===== src/rtl/coh_pkg.sv =====
package coh_pkg;
    typedef enum logic [1:0] {
        OP_WRITE   = 2'd0,
        OP_READ    = 2'd1,
        OP_CLEANUP = 2'd2,
        OP_EVICT   = 2'd3
    } coh_op_e;

    typedef enum logic [1:0] {
        CK_UPDATE = 2'd0,
        CK_INVAL  = 2'd1,
        CK_BCAST  = 2'd2
    } coh_kind_e;

    typedef enum logic [1:0] {
        S_IDLE,
        S_ISSUE,
        S_WAIT,
        S_DONE
    } seq_state_e;
endpackage


===== src/rtl/coh_dir_store.sv =====
// Per-line directory state: mode bit, copy count and sharer slots.
module coh_dir_store #(
    parameter int NLINES = 8,
    parameter int LINE_W = 3,
    parameter int NSLOT  = 4,
    parameter int SRC_W  = 4,
    parameter int CNT_W  = 6
) (
    input  logic                         clk,
    input  logic                         rst_n,
    input  logic [LINE_W-1:0]            line,
    output logic                         cur_cmode,
    output logic [CNT_W-1:0]             cur_cnt,
    output logic [NSLOT-1:0]             cur_vld,
    output logic [NSLOT-1:0][SRC_W-1:0]  cur_src,
    output logic [NSLOT-1:0]             cur_ity,
    input  logic                         wr_en,
    input  logic                         nxt_cmode,
    input  logic [CNT_W-1:0]             nxt_cnt,
    input  logic [NSLOT-1:0]             nxt_vld,
    input  logic [NSLOT-1:0][SRC_W-1:0]  nxt_src,
    input  logic [NSLOT-1:0]             nxt_ity
);
    logic                        cmode_q [NLINES];
    logic [CNT_W-1:0]            cnt_q   [NLINES];
    logic [NSLOT-1:0]            vld_q   [NLINES];
    logic [NSLOT-1:0][SRC_W-1:0] src_q   [NLINES];
    logic [NSLOT-1:0]            ity_q   [NLINES];

    always_ff @(posedge clk) begin
        if (!rst_n) begin
            for (int l = 0; l < NLINES; l++) begin
                cmode_q[l] <= 1'b0;
                cnt_q[l]   <= '0;
                vld_q[l]   <= '0;
                src_q[l]   <= '0;
                ity_q[l]   <= '0;
            end
        end else if (wr_en) begin
            cmode_q[line] <= nxt_cmode;
            cnt_q[line]   <= nxt_cnt;
            vld_q[line]   <= nxt_vld;
            src_q[line]   <= nxt_src;
            ity_q[line]   <= nxt_ity;
        end
    end

    assign cur_cmode = cmode_q[line];
    assign cur_cnt   = cnt_q[line];
    assign cur_vld   = vld_q[line];
    assign cur_src   = src_q[line];
    assign cur_ity   = ity_q[line];
endmodule


===== src/rtl/coh_dir_update.sv =====
// Combinational directory update: next line state, targets, expected responses.
module coh_dir_update
    import coh_pkg::*;
#(
    parameter int NSLOT = 4,
    parameter int SRC_W = 4,
    parameter int CNT_W = 6
) (
    input  coh_op_e                      req_op,
    input  logic [SRC_W-1:0]             req_src,
    input  logic                         req_ity,
    input  logic                         cur_cmode,
    input  logic [CNT_W-1:0]             cur_cnt,
    input  logic [NSLOT-1:0]             cur_vld,
    input  logic [NSLOT-1:0][SRC_W-1:0]  cur_src,
    input  logic [NSLOT-1:0]             cur_ity,
    output logic                         nxt_cmode,
    output logic [CNT_W-1:0]             nxt_cnt,
    output logic [NSLOT-1:0]             nxt_vld,
    output logic [NSLOT-1:0][SRC_W-1:0]  nxt_src,
    output logic [NSLOT-1:0]             nxt_ity,
    output logic [NSLOT-1:0]             tgt,
    output logic                         bcast,
    output logic [CNT_W-1:0]             n_rsp
);
    logic [NSLOT-1:0] hit;
    logic [NSLOT-1:0] free_oh;

    function automatic logic [CNT_W-1:0] ones(input logic [NSLOT-1:0] v);
        logic [CNT_W-1:0] c;
        c = '0;
        for (int i = 0; i < NSLOT; i++) c = c + CNT_W'(v[i]);
        return c;
    endfunction

    always_comb begin : slot_scan
        logic seen;
        seen    = 1'b0;
        free_oh = '0;
        for (int i = 0; i < NSLOT; i++) begin
            hit[i] = cur_vld[i] && (cur_src[i] == req_src) && (cur_ity[i] == req_ity);
            if (!cur_vld[i] && !seen) begin
                free_oh[i] = 1'b1;
                seen       = 1'b1;
            end
        end
    end

    always_comb begin
        nxt_cmode = cur_cmode;
        nxt_cnt   = cur_cnt;
        nxt_vld   = cur_vld;
        nxt_src   = cur_src;
        nxt_ity   = cur_ity;
        tgt       = '0;
        bcast     = 1'b0;
        n_rsp     = '0;
        unique case (req_op)
            OP_WRITE, OP_EVICT: begin
                if (cur_cmode) begin
                    bcast = 1'b1;
                    n_rsp = cur_cnt;
                end else begin
                    tgt   = (req_op == OP_WRITE) ? (cur_vld & ~hit) : cur_vld;
                    n_rsp = ones(tgt);
                end
                if (cur_cmode || req_op == OP_EVICT) begin
                    nxt_cmode = 1'b0;
                    nxt_cnt   = '0;
                    nxt_vld   = '0;
                end
            end
            OP_READ: begin
                if (cur_cmode) begin
                    if (cur_cnt != {CNT_W{1'b1}}) nxt_cnt = cur_cnt + CNT_W'(1);
                end else if (|hit) begin
                    nxt_cnt = cur_cnt;
                end else if (|free_oh) begin
                    nxt_vld = cur_vld | free_oh;
                    nxt_cnt = cur_cnt + CNT_W'(1);
                    for (int i = 0; i < NSLOT; i++) begin
                        if (free_oh[i]) begin
                            nxt_src[i] = req_src;
                            nxt_ity[i] = req_ity;
                        end
                    end
                end else begin
                    nxt_cmode = 1'b1;
                    nxt_vld   = '0;
                    nxt_cnt   = cur_cnt + CNT_W'(1);
                end
            end
            OP_CLEANUP: begin
                if (cur_cmode) begin
                    if (cur_cnt != '0) nxt_cnt = cur_cnt - CNT_W'(1);
                    if (cur_cnt <= CNT_W'(1)) nxt_cmode = 1'b0;
                end else if (|hit) begin
                    nxt_vld = cur_vld & ~hit;
                    nxt_cnt = cur_cnt - CNT_W'(1);
                end
            end
        endcase
    end
endmodule


===== src/rtl/coh_ack_ctr.sv =====
// Pending-response counter: loaded on acceptance, decremented per acknowledgement.
module coh_ack_ctr #(
    parameter int CNT_W = 6
) (
    input  logic             clk,
    input  logic             rst_n,
    input  logic             load,
    input  logic [CNT_W-1:0] load_val,
    input  logic             dec,
    output logic             zero
);
    logic [CNT_W-1:0] pend_q;

    always_ff @(posedge clk) begin
        if (!rst_n)                     pend_q <= '0;
        else if (load)                  pend_q <= load_val;
        else if (dec && pend_q != '0)   pend_q <= pend_q - CNT_W'(1);
    end

    assign zero = (pend_q == '0);
endmodule


===== src/rtl/coh_dir_seq.sv =====
module coh_dir_seq
    import coh_pkg::*;
#(
    parameter int NLINES = 8,
    parameter int SRC_W  = 4,
    parameter int THRESH = 4,
    parameter int NW_W   = 4,
    localparam int LINE_W = $clog2(NLINES),
    localparam int FL_W   = NW_W + 1
) (
    input  logic              clk,
    input  logic              rst_n,
    input  logic              req_valid,
    output logic              req_ready,
    input  logic [1:0]        req_op,
    input  logic [LINE_W-1:0] req_line,
    input  logic [SRC_W-1:0]  req_src,
    input  logic              req_ity,
    input  logic [NW_W-1:0]   req_nwords,
    output logic              cmd_valid,
    output logic [1:0]        cmd_kind,
    output logic [LINE_W-1:0] cmd_line,
    output logic [SRC_W-1:0]  cmd_dst,
    output logic              cmd_ity,
    output logic [FL_W-1:0]   cmd_flits,
    input  logic              rsp_valid,
    output logic              done_valid,
    output logic [1:0]        done_op,
    output logic [LINE_W-1:0] done_line
);
    localparam int NSLOT = THRESH;
    localparam int CNT_W = $clog2(2 * (2 ** SRC_W) + 1);
    localparam int IDX_W = (NSLOT > 1) ? $clog2(NSLOT) : 1;

    seq_state_e state_q, state_d;
    coh_op_e    op_q;
    logic [LINE_W-1:0]           line_q;
    logic [NW_W-1:0]             nw_q;
    logic                        bcast_q;
    logic [NSLOT-1:0]            tmask_q;
    logic [NSLOT-1:0][SRC_W-1:0] tsrc_q;
    logic [NSLOT-1:0]            tity_q;

    logic                        cur_cmode, nxt_cmode;
    logic [CNT_W-1:0]            cur_cnt, nxt_cnt, n_rsp;
    logic [NSLOT-1:0]            cur_vld, nxt_vld, cur_ity, nxt_ity, tgt;
    logic [NSLOT-1:0][SRC_W-1:0] cur_src, nxt_src;
    logic                        bcast, ack_zero, accept;
    logic [NSLOT-1:0]            pick_oh;
    logic [IDX_W-1:0]            pick_idx;

    assign accept = (state_q == S_IDLE) && req_valid;

    coh_dir_store #(.NLINES(NLINES), .LINE_W(LINE_W), .NSLOT(NSLOT),
                    .SRC_W(SRC_W), .CNT_W(CNT_W)) i_store (
        .clk(clk), .rst_n(rst_n), .line(req_line),
        .cur_cmode(cur_cmode), .cur_cnt(cur_cnt), .cur_vld(cur_vld),
        .cur_src(cur_src), .cur_ity(cur_ity),
        .wr_en(accept), .nxt_cmode(nxt_cmode), .nxt_cnt(nxt_cnt),
        .nxt_vld(nxt_vld), .nxt_src(nxt_src), .nxt_ity(nxt_ity));

    coh_dir_update #(.NSLOT(NSLOT), .SRC_W(SRC_W), .CNT_W(CNT_W)) i_update (
        .req_op(coh_op_e'(req_op)), .req_src(req_src), .req_ity(req_ity),
        .cur_cmode(cur_cmode), .cur_cnt(cur_cnt), .cur_vld(cur_vld),
        .cur_src(cur_src), .cur_ity(cur_ity),
        .nxt_cmode(nxt_cmode), .nxt_cnt(nxt_cnt), .nxt_vld(nxt_vld),
        .nxt_src(nxt_src), .nxt_ity(nxt_ity),
        .tgt(tgt), .bcast(bcast), .n_rsp(n_rsp));

    coh_ack_ctr #(.CNT_W(CNT_W)) i_ack (
        .clk(clk), .rst_n(rst_n), .load(accept), .load_val(n_rsp),
        .dec(rsp_valid), .zero(ack_zero));

    // Lowest pending target slot.
    always_comb begin : pick_low
        logic seen;
        seen     = 1'b0;
        pick_oh  = '0;
        pick_idx = '0;
        for (int i = 0; i < NSLOT; i++) begin
            if (tmask_q[i] && !seen) begin
                pick_oh[i] = 1'b1;
                pick_idx   = IDX_W'(i);
                seen       = 1'b1;
            end
        end
    end

    // Next-state logic.
    always_comb begin
        state_d = state_q;
        unique case (state_q)
            S_IDLE:  if (accept) state_d = (bcast || (|tgt)) ? S_ISSUE : S_DONE;
            S_ISSUE: if (bcast_q || ((tmask_q & ~pick_oh) == '0)) state_d = S_WAIT;
            S_WAIT:  if (ack_zero) state_d = S_DONE;
            S_DONE:  state_d = S_IDLE;
        endcase
    end

    // State register and transaction context.
    always_ff @(posedge clk) begin
        if (!rst_n) begin
            state_q <= S_IDLE;
            op_q    <= OP_WRITE;
            line_q  <= '0;
            nw_q    <= '0;
            bcast_q <= 1'b0;
            tmask_q <= '0;
            tsrc_q  <= '0;
            tity_q  <= '0;
        end else begin
            state_q <= state_d;
            if (accept) begin
                op_q    <= coh_op_e'(req_op);
                line_q  <= req_line;
                nw_q    <= req_nwords;
                bcast_q <= bcast;
                tmask_q <= tgt;
                tsrc_q  <= cur_src;
                tity_q  <= cur_ity;
            end else if (state_q == S_ISSUE && !bcast_q) begin
                tmask_q <= tmask_q & ~pick_oh;
            end
        end
    end

    // Outputs.
    always_comb begin
        req_ready  = 1'b0;
        cmd_valid  = 1'b0;
        cmd_kind   = CK_UPDATE;
        cmd_dst    = '0;
        cmd_ity    = 1'b0;
        cmd_flits  = FL_W'(1);
        done_valid = 1'b0;
        cmd_line   = line_q;
        done_op    = op_q;
        done_line  = line_q;
        unique case (state_q)
            S_IDLE:  req_ready = 1'b1;
            S_ISSUE: begin
                cmd_valid = 1'b1;
                if (bcast_q) begin
                    cmd_kind = CK_BCAST;
                end else begin
                    cmd_kind  = (op_q == OP_WRITE) ? CK_UPDATE : CK_INVAL;
                    cmd_dst   = tsrc_q[pick_idx];
                    cmd_ity   = tity_q[pick_idx];
                    if (op_q == OP_WRITE) cmd_flits = FL_W'(nw_q) + FL_W'(2);
                end
            end
            S_WAIT:  ;
            S_DONE:  done_valid = 1'b1;
        endcase
    end
endmodule


===== config.mk =====
export PLATFORM = sky130hd
export DESIGN_NAME = coh_dir_seq
export DESIGN_NICKNAME = d
export VERILOG_FILES = /design/src/rtl/coh_pkg.sv /design/src/rtl/coh_dir_store.sv /design/src/rtl/coh_dir_update.sv /design/src/rtl/coh_ack_ctr.sv /design/src/rtl/coh_dir_seq.sv
export SDC_FILE = /design/constraint.sdc
export NUM_CORES = 1
export LEC_CHECK = 0
export BUFFER_PORTS_ARGS = -buffer_cell sky130_fd_sc_hd__buf_2
export CORE_AREA = 2 2 225 227
export DETAILED_ROUTE_END_ITERATION = 12
export DIE_AREA = 0 0 227 229
export PLACE_DENSITY_LB_ADDON = 0.2
export SYNTH_ARGS = -nofsm -noshare
export SYNTH_HDL_FRONTEND = slang
export SYNTH_SLANG_ARGS = --single-unit

===== constraint.sdc =====
create_clock -name clk -period 5.81 [get_ports clk]
set_input_delay 0.8715 -clock clk [delete_from_list [all_inputs] [get_ports clk]]
set_output_delay 0.8715 -clock clk [all_outputs]
set_load 0.03 [all_outputs]

==> results.yml <==
detailed_routing:
  drcViolationCount: 0
  routed_via_density: 5.27
  vias: 10665
  drtPass1Iterations: 5
  ant_nets: 0
  post_drt_wl_per_cell_um: 23.1
  wirelength_mm: 46.8
  drt_iter0_drc: 1011
placement:
  dp_hpwl_mm: 28.1
  port_buffers: 40
  place_congestion: 0.822
  dpl.cell_count: 1958
worst_setup_path:
  setup.worst_path.end_class: "register"
  max_stage_delay_ns: 0.77
  r2r_cells: 14
  r2r_end: "i_ack.pend_q[1]"
  start_kind: "input port"
  regToRegSetupSlack_ns: 1.72
  crit_fanout: 33
  cp_top_family: "simple AND/OR/NAND/NOR gates"
  worstSetupPathType: "in2reg"
  worstReg2RegStart: "i_store.src_q[4][3]"
  crit_chain: "buf_4 -> buf_12 -> mux2_2 -> o22ai_1 -> o21ai_0 -> nor4b_1 -> and4_1 -> or4_4 -> or4_1 -> mux2i_2 -> nor2_1"
  slowest_stage: "or4_1"
  required_ns: 6.08
  crit_buf_inv: 2
  crit_arrival_ns: 5.11
outcome:
  status: "finished clean"
synthesis:
  avgSynthCellArea_um2: 11.4
  synthAdderAreaFrac_pct: 1.66
  yosys.area_share.xor_xnor_pct: 0.657
  synthFlopType: "edfxtp_1"
  async_reset_ff_share_pct: 0
  synthesis.nets: 1326
  synth_area_um2: 14700
  yosys_warnings: 0
  yosys_register_bits: 290
  synth_compound_area_share_pct: 11.0
  syn_inst: 1290
  ys_seq_area_share_pct: 56.0
  synth_edf_count: 240
  synth.distinct_cells: 86
  synth-simple-area-share_pct: 15.1
  synthMuxAreaShare_pct: 11.5
  synth_top_family_by_area: "simple AND/OR/NAND/NOR gates"
clock_network:
  postCtsSetupBuffers: 0
  cts_sinks: 290
  cts_resized: 0
  clockRootBuffer: "clkbuf_16"
  h-tree-depth: 2
  cts_tree: "built"
  path_clk_slew_ns: 0.06
  postCtsHoldBufs: 0
  cts_made_buffers: 36
  cts_buffer_depth: 3
  clkLatencyLatePin_ns: 0.57
final_layout:
  insertedDiodeCount: 0
  fin_cells: 2022
  layout-drive-gt1-share_pct: 17.1
  syn_to_final_growth_pct: 14.1
  num-nets-final: 1360
floorplanning:
  die_w_um: 227
  io_pins: 41
  start_util_pct: 29.5
  core_um2: 49700
  rows: 82
  die_y_um: 229
  die-area_um2: 52000
timing:
  max_freq_ghz: 0.207
  slew_headroom_pct: 21.4
  worst_hold_slack_ns: 0.452
  hold_violations: 0
  min_period_over_period_pct: 83.3
  worstMarginPinSlew_ns: 1.17
  period_minus_slack_ns: 4.84
  setup_viol: 0
  fin_skew_ns: 0.0357
  rsz0062_at_grt: "false"
  setup_tns_ns: 0
  drv_slew: 0
min_path:
  hold_end: "nw_q[0]"
  whs_path_depth: 2
  hold_start: "nw_q[0]"
  holdCritPathClass: "reg2reg"
grt:
  grt_pass1_wl_mm: 68.8
  grt_pass1_vias: 10258
  grt_max_degree: 42
  globalRoute.totalOverflow: 0
  track_usage_pct: 18.0
  antenna_found_initial: 2
power_and_ir_drop:
  p_per_area_nw_per_um2: 345
  ir_worst_vdd_mv: 0.192
  p_leak_uw: 0.00598
flow_run:
  cap_violations: 0
flip-flops by register name, summed over array words and instances, names as in the netlist:
name / count
bcast_q: 1
i_store.vld_q: 32
i_store.cnt_q: 48
tmask_q: 4
tsrc_q: 16
i_store.ity_q: 32
i_store.src_q: 128
tity_q: 4
done_op: 2
cmd_line: 3
nw_q: 4
state_q: 2
i_ack.pend_q: 6
i_store.cmode_q: 8
metrics by stage:
stage / cell area (um^2) / power (uW) / utilization [%] / setup WS, ns
floorplan: 14700 / 3260 / - / 1.00
global placement: 15600 / 3580 / 31.4 / 0.555
detailed placement: 15600 / 3590 / 31.4 / 0.460
CTS: 16700 / 5820 / 33.7 / 1.03
global route: 16700 / 6000 / 33.7 / 0.807
finish: 16700 / 5780 / 33.7 / 0.971
worst max-delay path by stage:
| stage | start | end | slack [ns] | cells after the start |
|---|---|---|---|---|
| 6_report | req_line[0] | i_store.src_q[6][13] | 0.97 | 11 |
| 4_1_cts | req_line[0] | i_store.src_q[1][14] | 1.03 | 11 |
| 5_1_grt | req_line[0] | i_store.src_q[5][14] | 0.81 | 11 |
| 3_5_place_dp | req_line[0] | i_store.src_q[1][14] | 0.46 | 11 |
| 3_3_place_gp | req_line[0] | i_store.src_q[7][13] | 0.56 | 11 |
| 2_1_floorplan | req_line[1] | i_store.cnt_q[0][1] | 1.00 | 20 |
area by class of cell:
class	count	area (um^2)
inverters	32	120
fillers	5052	32900
clock buffers	50	973
repair buffers	84	546
clock inverters	14	166
well taps	672	841
flip-flops and latches	290	8210
multi-input cells	880	5870
cell families (layout without fill, tap and decap cells):
logic type | Yosys count | count (layout)
AND/OR/NAND/NOR | 472 | 472
flip-flops | 290 | 290
AO/OA/AOI/OAI | 241 | 241
multiplexers | 137 | 137
buffers and inverters | 120 | 180
adder cells (fa/ha/maj) | 19 | 19
XOR/XNOR | 11 | 11
cells in the mapped netlist (all sizes together) (5+ instances only):
cell	number	area [um^2]
or3	5	31.3
a21oi	67	335
nor4	10	103
mux2i	92	982
nand2	84	315
nand2b	8	50.1
edfxtp	240	7210
nor3	29	155
a221oi	7	67.6
dfxtp	50	1000
and3	9	56.3
nand3	20	100
a31oi	19	119
a21o	6	45.0
o22ai	28	175
nor2b	20	125
inv	32	120
clkbuf	54	203
nor2	247	967
ha	17	213
xnor2	10	87.6
mux2	28	323
o211ai	8	60.1
and2	7	43.8
buf	34	279
mux4	17	383
a211oi	10	75.1
nor3b	8	60.1
o21ai	34	178
a22oi	11	82.6
nand4	5	31.3
worst min-delay path, delay by kind of cell, from the launching register on:
family             cells  cell delay (ns)
AOI/OAI and AO/OA      1             0.05
DFF                    1             0.30
and+or+nand+nor        1             0.05
power breakdown:
part           internal [uW]  switching (uW)  total, uW
clock                   1310             916       2230
combinational            347             712       1060
sequential              2410            76.7       2490
total                   4070            1700       5780
placed cells by master, fill, tap and decap left out, types with 6 or more instances in the layout:
cell / instances
a211oi_1: 10
a21o_1: 6
a21oi_1: 67
a221oi_1: 6
a22oi_1: 11
a31oi_1: 19
and2_1: 6
and3_1: 9
buf_2: 39
buf_4: 44
clkbuf_1: 12
clkbuf_16: 36
clkinv_1: 7
dfxtp_1: 50
edfxtp_1: 240
ha_1: 17
inv_1: 28
mux2_2: 26
mux2i_1: 84
mux4_2: 17
nand2_1: 76
nand2_2: 8
nand2b_1: 8
nand3_1: 20
nor2_1: 231
nor2_2: 16
nor2b_1: 20
nor3_1: 27
nor3b_1: 8
o211ai_1: 8
o21ai_0: 28
o22ai_1: 28
xnor2_1: 10
layer usage:
| layer | wire, um | track usage (%) |
|---|---|---|
| met4 | 906 | 4.64 |
| met1 | 22400 | 26.8 |
| met5 | 24 | 0 |
| met3 | 2960 | 3.09 |
| met2 | 20500 | 26.9 |
Note: power is estimated with default switching activity, not from simulation.
